### src/rtl/ep0h_pkg.sv
package ep0h_pkg;

    typedef enum logic [2:0] {
        EV_NONE   = 3'd0,
        EV_ACK    = 3'd1,
        EV_DATA   = 3'd2,
        EV_NAK    = 3'd3,
        EV_STALL  = 3'd4,
        EV_NORESP = 3'd5
    } ep0h_ev_e;

    typedef enum logic [1:0] {
        TOK_OUT   = 2'd0,
        TOK_IN    = 2'd1,
        TOK_SETUP = 2'd2
    } ep0h_tok_e;

    // Packed MSB first so that the register byte maps straight onto it.
    typedef struct packed {
        logic nak_halt;
        logic status_stg;
        logic req_in;
        logic no_resp_err;
        logic setup_tok;
        logic stall_seen;
        logic tx_ready;
        logic rx_ready;
    } ep0h_flags_t;

    typedef struct packed {
        logic ack;
        logic data;
        logic nak;
        logic stall;
        logic noresp;
    } ep0h_evdec_t;

    function automatic ep0h_evdec_t decode_ev(input ep0h_ev_e e);
        ep0h_evdec_t d;
        d.ack    = (e == EV_ACK);
        d.data   = (e == EV_DATA);
        d.nak    = (e == EV_NAK);
        d.stall  = (e == EV_STALL);
        d.noresp = (e == EV_NORESP);
        return d;
    endfunction

    function automatic ep0h_tok_e pick_token(input ep0h_flags_t f);
        if (f.tx_ready)
            return f.setup_tok ? TOK_SETUP : TOK_OUT;
        return TOK_IN;
    endfunction

endpackage

### src/rtl/ep0h_retry_ctr.sv
module ep0h_retry_ctr #(
    parameter int RETRY_MAX = 3
) (
    input  logic clk,
    input  logic rst,
    input  logic noresp,
    input  logic restart,
    output logic err_hit
);
    generate
        if (RETRY_MAX > 1) begin : g_count
            localparam int CW = $clog2(RETRY_MAX + 1);
            localparam logic [CW-1:0] LAST = CW'(RETRY_MAX - 1);
            logic [CW-1:0] cnt;

            assign err_hit = noresp && (cnt == LAST);

            always_ff @(posedge clk) begin
                if (rst || restart || err_hit)
                    cnt <= '0;
                else if (noresp)
                    cnt <= cnt + CW'(1);
            end
        end else begin : g_single
            logic unused_in;
            assign unused_in = clk ^ rst ^ restart;
            assign err_hit = noresp;
        end
    endgenerate
endmodule

### src/rtl/ep0h_nak_timer.sv
module ep0h_nak_timer #(
    parameter int NAK_W = 5
) (
    input  logic             clk,
    input  logic             rst,
    input  logic             nak_seen,
    input  logic             resp_other,
    input  logic             frame_tick,
    input  logic [NAK_W-1:0] limit,
    output logic             nak_hit
);
    logic             active;
    logic [NAK_W-1:0] frames;
    logic             enabled;

    assign enabled = (limit != '0);
    assign nak_hit = active && frame_tick && enabled && ((frames + NAK_W'(1)) == limit);

    always_ff @(posedge clk) begin
        if (rst || resp_other || nak_hit) begin
            active <= 1'b0;
            frames <= '0;
        end else begin
            if (nak_seen)
                active <= 1'b1;
            if (active && frame_tick && enabled)
                frames <= frames + NAK_W'(1);
        end
    end
endmodule

### src/rtl/ep0h_flag_file.sv
module ep0h_flag_file
    import ep0h_pkg::*;
(
    input  logic        clk,
    input  logic        rst,
    input  logic        wr_en,
    input  logic [7:0]  wr_data,
    input  logic        ev_ack,
    input  logic        ev_data,
    input  logic        ev_stall,
    input  logic        err_hit,
    input  logic        nak_hit,
    output ep0h_flags_t flags,
    output logic        toggle,
    output logic        irq
);
    ep0h_flags_t nxt;
    logic        tgl_nxt;
    logic        irq_nxt;

    always_comb begin
        nxt     = flags;
        tgl_nxt = toggle;
        if (wr_en) begin
            nxt = ep0h_flags_t'(wr_data);
            if (nxt.setup_tok)
                tgl_nxt = 1'b0;
            else if (nxt.status_stg)
                tgl_nxt = 1'b1;
        end
        if (ev_ack) begin
            nxt.tx_ready   = 1'b0;
            nxt.setup_tok  = 1'b0;
            nxt.status_stg = 1'b0;
            tgl_nxt        = ~tgl_nxt;
        end
        if (ev_data) begin
            nxt.rx_ready   = 1'b1;
            nxt.req_in     = 1'b0;
            nxt.status_stg = 1'b0;
            tgl_nxt        = ~tgl_nxt;
        end
        if (ev_stall) begin
            nxt.stall_seen = 1'b1;
            nxt.tx_ready   = 1'b0;
            nxt.req_in     = 1'b0;
            nxt.status_stg = 1'b0;
        end
        if (err_hit)
            nxt.no_resp_err = 1'b1;
        if (nak_hit)
            nxt.nak_halt = 1'b1;
        irq_nxt = ev_ack | ev_data | ev_stall | err_hit | nak_hit;
    end

    always_ff @(posedge clk) begin
        if (rst) begin
            flags  <= '0;
            toggle <= 1'b0;
            irq    <= 1'b0;
        end else begin
            flags  <= nxt;
            toggle <= tgl_nxt;
            irq    <= irq_nxt;
        end
    end
endmodule

### src/rtl/ep0_host_ctl.sv
module ep0_host_ctl
    import ep0h_pkg::*;
#(
    parameter int NAK_W     = 5,
    parameter int RETRY_MAX = 3
) (
    input  logic             clk,
    input  logic             rst,
    input  logic             reg_wr_en,
    input  logic [7:0]       reg_wr_data,
    output logic [7:0]       reg_rd_data,
    input  logic [NAK_W-1:0] nak_limit,
    input  logic             frame_tick,
    input  logic [2:0]       ev_code,
    output logic             xact_req,
    output logic [1:0]       xact_token,
    output logic             data_toggle,
    output logic             ep_irq
);
    ep0h_evdec_t evd;
    ep0h_flags_t flags;
    logic        err_hit;
    logic        nak_hit;

    assign evd = decode_ev(ep0h_ev_e'(ev_code));

    ep0h_retry_ctr #(.RETRY_MAX(RETRY_MAX)) u_retry (
        .clk     (clk),
        .rst     (rst),
        .noresp  (evd.noresp),
        .restart (evd.ack | evd.data | evd.nak | evd.stall),
        .err_hit (err_hit)
    );

    ep0h_nak_timer #(.NAK_W(NAK_W)) u_nak (
        .clk        (clk),
        .rst        (rst),
        .nak_seen   (evd.nak),
        .resp_other (evd.ack | evd.data | evd.stall),
        .frame_tick (frame_tick),
        .limit      (nak_limit),
        .nak_hit    (nak_hit)
    );

    ep0h_flag_file u_flags (
        .clk      (clk),
        .rst      (rst),
        .wr_en    (reg_wr_en),
        .wr_data  (reg_wr_data),
        .ev_ack   (evd.ack),
        .ev_data  (evd.data),
        .ev_stall (evd.stall),
        .err_hit  (err_hit),
        .nak_hit  (nak_hit),
        .flags    (flags),
        .toggle   (data_toggle),
        .irq      (ep_irq)
    );

    assign reg_rd_data = flags;
    assign xact_req    = (flags.tx_ready | flags.req_in) & ~flags.nak_halt & ~flags.no_resp_err;
    assign xact_token  = pick_token(flags);
endmodule

### config.mk
export PLATFORM = sky130hd
export DESIGN_NAME = ep0_host_ctl
export DESIGN_NICKNAME = d
export VERILOG_FILES = /design/src/rtl/ep0h_pkg.sv /design/src/rtl/ep0h_retry_ctr.sv /design/src/rtl/ep0h_nak_timer.sv /design/src/rtl/ep0h_flag_file.sv /design/src/rtl/ep0_host_ctl.sv
export SDC_FILE = /design/constraint.sdc
export NUM_CORES = 1
export LEC_CHECK = 0
export ABC_AREA = 1
export ABC_CLOCK_PERIOD_IN_PS = 1800
export BUFFER_PORTS_ARGS = -buffer_cell sky130_fd_sc_hd__buf_2
export CAP_MARGIN = 30
export CORE_MARGIN = 10
export CORE_UTILIZATION = 49
export DETAILED_ROUTE_END_ITERATION = 8
export PLACE_DENSITY = 0.73
export SYNTH_ARGS = -nofsm -noshare
export SYNTH_HDL_FRONTEND = slang
export SYNTH_HIERARCHICAL = 1
export SYNTH_SLANG_ARGS = --single-unit
### constraint.sdc
create_clock -name clk -period 1.8 [get_ports clk]
set_input_delay 0.54 -clock clk [delete_from_list [all_inputs] [get_ports clk]]
set_output_delay 0.54 -clock clk [all_outputs]
set_load 0.02 [all_outputs]
==> impl_metrics.toml <==
[drt]
vias = 1068
routed_wl_mm = 2.486
firstDrtPassIters = 4
post_drt_wl_per_cell_um = 10.86
first_iter_violations = 65
ant_nets = 0
drc = 0
vias_per_cell = 4.664

[critical_path]
r2r_end = "u_flags/irq$_SDFF_PP0_"
regToRegSetupSlack_ps = 200
critPathMaxFanout = 5
slowest_stage = "dfxtp_1"
cp-start-kind = "flop"
crit_type = "flop to output pin"
required_ps = 1260
critPathMaxStageDelay_ps = 400
critPathLaunch = "u_flags/flags[1]$_SDFFE_PP0P_"
end_kind = "output pin"
crit_family = "flip-flops"
crit_chain = "nor2_1, nor3_1, buf_2"
worst-path-buf-inv = 1
rr_startpoint = "u_nak/frames[0]$_SDFFE_PP0P_"
rr_worst_depth = 12
crit_arrival_ps = 1120

[synthesis]
synth_warnings = 6
ys_ff_latch = 18
avgSynthCellArea_um2 = 6.249
synth_cells = 167
yosysUniqueCellTypes = 21
synth_nets = 189
synth_area_mm2 = 0.001044
synth_seq_area_share = 0.3453

[placed_design]
numPortBuffers = 32
gp_congestion = 0.8383
dp_hpwl_mm = 1.986

[sta]
slew_headroom = 0.7406
drv_slew = 0
hold_viol = 0
fmax_mhz = 600.6
finalCriticalPeriod_ps = 1665
worst_pin_slew_ps = 386.2
finalSetupViolations = 0
rsz0062_at_grt = "false"
tns_ps = 0
fin_crit_sh = 0.9250
clock_skew_ps = 4.480

[clocking]
clk_pin_slew_ps = 110
post_cts_resized = 0
cts_root_buffer = "clkbuf_4"
post_cts_buffers = 0
htree_levels = 1
cts_hold_buf = 0
cts_sinks = 18
clkLatencyLatePin_ps = 300
tritoncts = "built"
cts_made_buffers = 3
cts.path.max_buffers = 2

[die]
io_pins = 33
die_h_um = 66.15
start_util = 0.5213
die_area_mm2 = 0.004375
coreArea_mm2 = 0.002002
rows = 16
die_w_um = 66.15

[worst_hold_path]
hold_depth = 2
min_from = "u_flags/flags[2]$_SDFFE_PP0P_"
min_path_type = "flop to flop"
hold_end = "u_flags/flags[2]$_SDFFE_PP0P_"

[cells_and_area]
layout_commonest_cell = "nand2_1"
antenna_cells = 0
area_growth_pct = 20.98
n_fill_cell = 215
drive_gt1_frac = 0.2228
final_cell_mix = "49 x nand2_1, 33 x inv_1, 32 x buf_2"
final_nets = 225
final_util = 0.6306

[power]
p_leak_nw = 0.6878
vdd_drop_max_mv = 0.5953
power.density_mw_per_mm2 = 656.3

[global_route]
grt-ovfl-total = 0
grtUsageTotal = 0.1130
antenna_found_initial = 0
grt_max_degree = 11
grt_pass1_wl_mm = 3.974
grt_pass1_vias = 979

[job]
cap_violations = 0

[status]
status = "completed"
routing by layer:
| layer | GRT usage | vias up | routed length [µm] |
|---|---|---|---|
| met5 | 0 | - | 0 |
| met4 | 0.03927 | 0 | 27 |
| met3 | 0.05254 | 4 | 195 |
| met2 | 0.1746 | 24 | 1062 |
| met1 | 0.1334 | 451 | 1200 |
| li1 | - | 589 | - |
power breakdown:
part	total (mW)	leakage, nW	internal, mW	switching (mW)
Combinational	0.151	0.520	0.0555	0.0956
Sequential	0.423	0.147	0.414	0.00899
Clock	0.255	0.0210	0.124	0.131
flip-flops by register name, indices dropped and copies added (netlist names):
name	flops
u_nak/active	1
u_flags/irq	1
u_flags/flags	8
u_nak/frames	5
u_flags/toggle	1
u_retry/g_count.cnt	2
stage by stage:
step	hold slack [ps]	std cells	total power [mW]	instance area [µm²]	worst slack (ps)
finish	468.6	229	0.8286	1262	135.0
global route	485.7	229	0.8746	1262	8.127
CTS	468.6	229	0.8398	1262	119.7
detailed placement	452.2	225	0.5835	1226	206.6
global placement	450.4	225	0.5803	1226	244.6
floorplan	437.9	167	0.5264	1044	249.2
kinds of logic after synthesis:
group | synth area share
AO/OA/AOI/OAI | 0.1127
XOR/XNOR | 0.008395
adder cells (fa/ha/maj) | 0.02398
buffers and inverters | 0.1379
flip-flops | 0.3453
AND/OR/NAND/NOR | 0.3717
cell type report:
class,instances,area [µm²],share of cell area
Clock buffer,4,36.28,0.02874
Inverter,35,132.6,0.1051
Multi-Input combinational cell,113,539.3,0.4272
Sequential cell,18,360.3,0.2854
Tap cell,27,33.78,0.02676
Timing Repair Buffer,32,160.2,0.1269
worst max path at each step:
stage	end	slack, ps	cells past startpoint
after floorplan	xact_req	250	2
after global placement	u_flags/irq$_SDFF_PP0_	240	11
after detailed placement	u_flags/irq$_SDFF_PP0_	210	11
after CTS	xact_req	120	3
after global routing	u_flags/irq$_SDFF_PP0_	8	12
final	xact_req	140	3
synth_stat cells:
cell type / n / share of area
nand3b_1: 1 / 0.0072
a211oi_2: 2 / 0.024
clkinv_2: 1 / 0.0048
buf_6: 1 / 0.011
nand2_2: 3 / 0.018
nand4_1: 3 / 0.018
nand2_4: 1 / 0.011
nor3_1: 3 / 0.014
ha_1: 2 / 0.024
nand3_2: 1 / 0.0096
inv_2: 1 / 0.0036
xor2_1: 1 / 0.0084
inv_1: 33 / 0.12
a21oi_1: 13 / 0.062
nand2_1: 49 / 0.18
or2_1: 1 / 0.0060
nor2_1: 19 / 0.068
nand3_1: 9 / 0.043
o21ai_0: 4 / 0.019
a211oi_1: 1 / 0.0072
dfxtp_1: 18 / 0.35
tightest hold or removal path, cell delays in order (launching register included):
cell and delay, ps:
dfxtp_1 320, nand2_1 60, a21oi_1 50
Power figures use the tool's default switching activity.
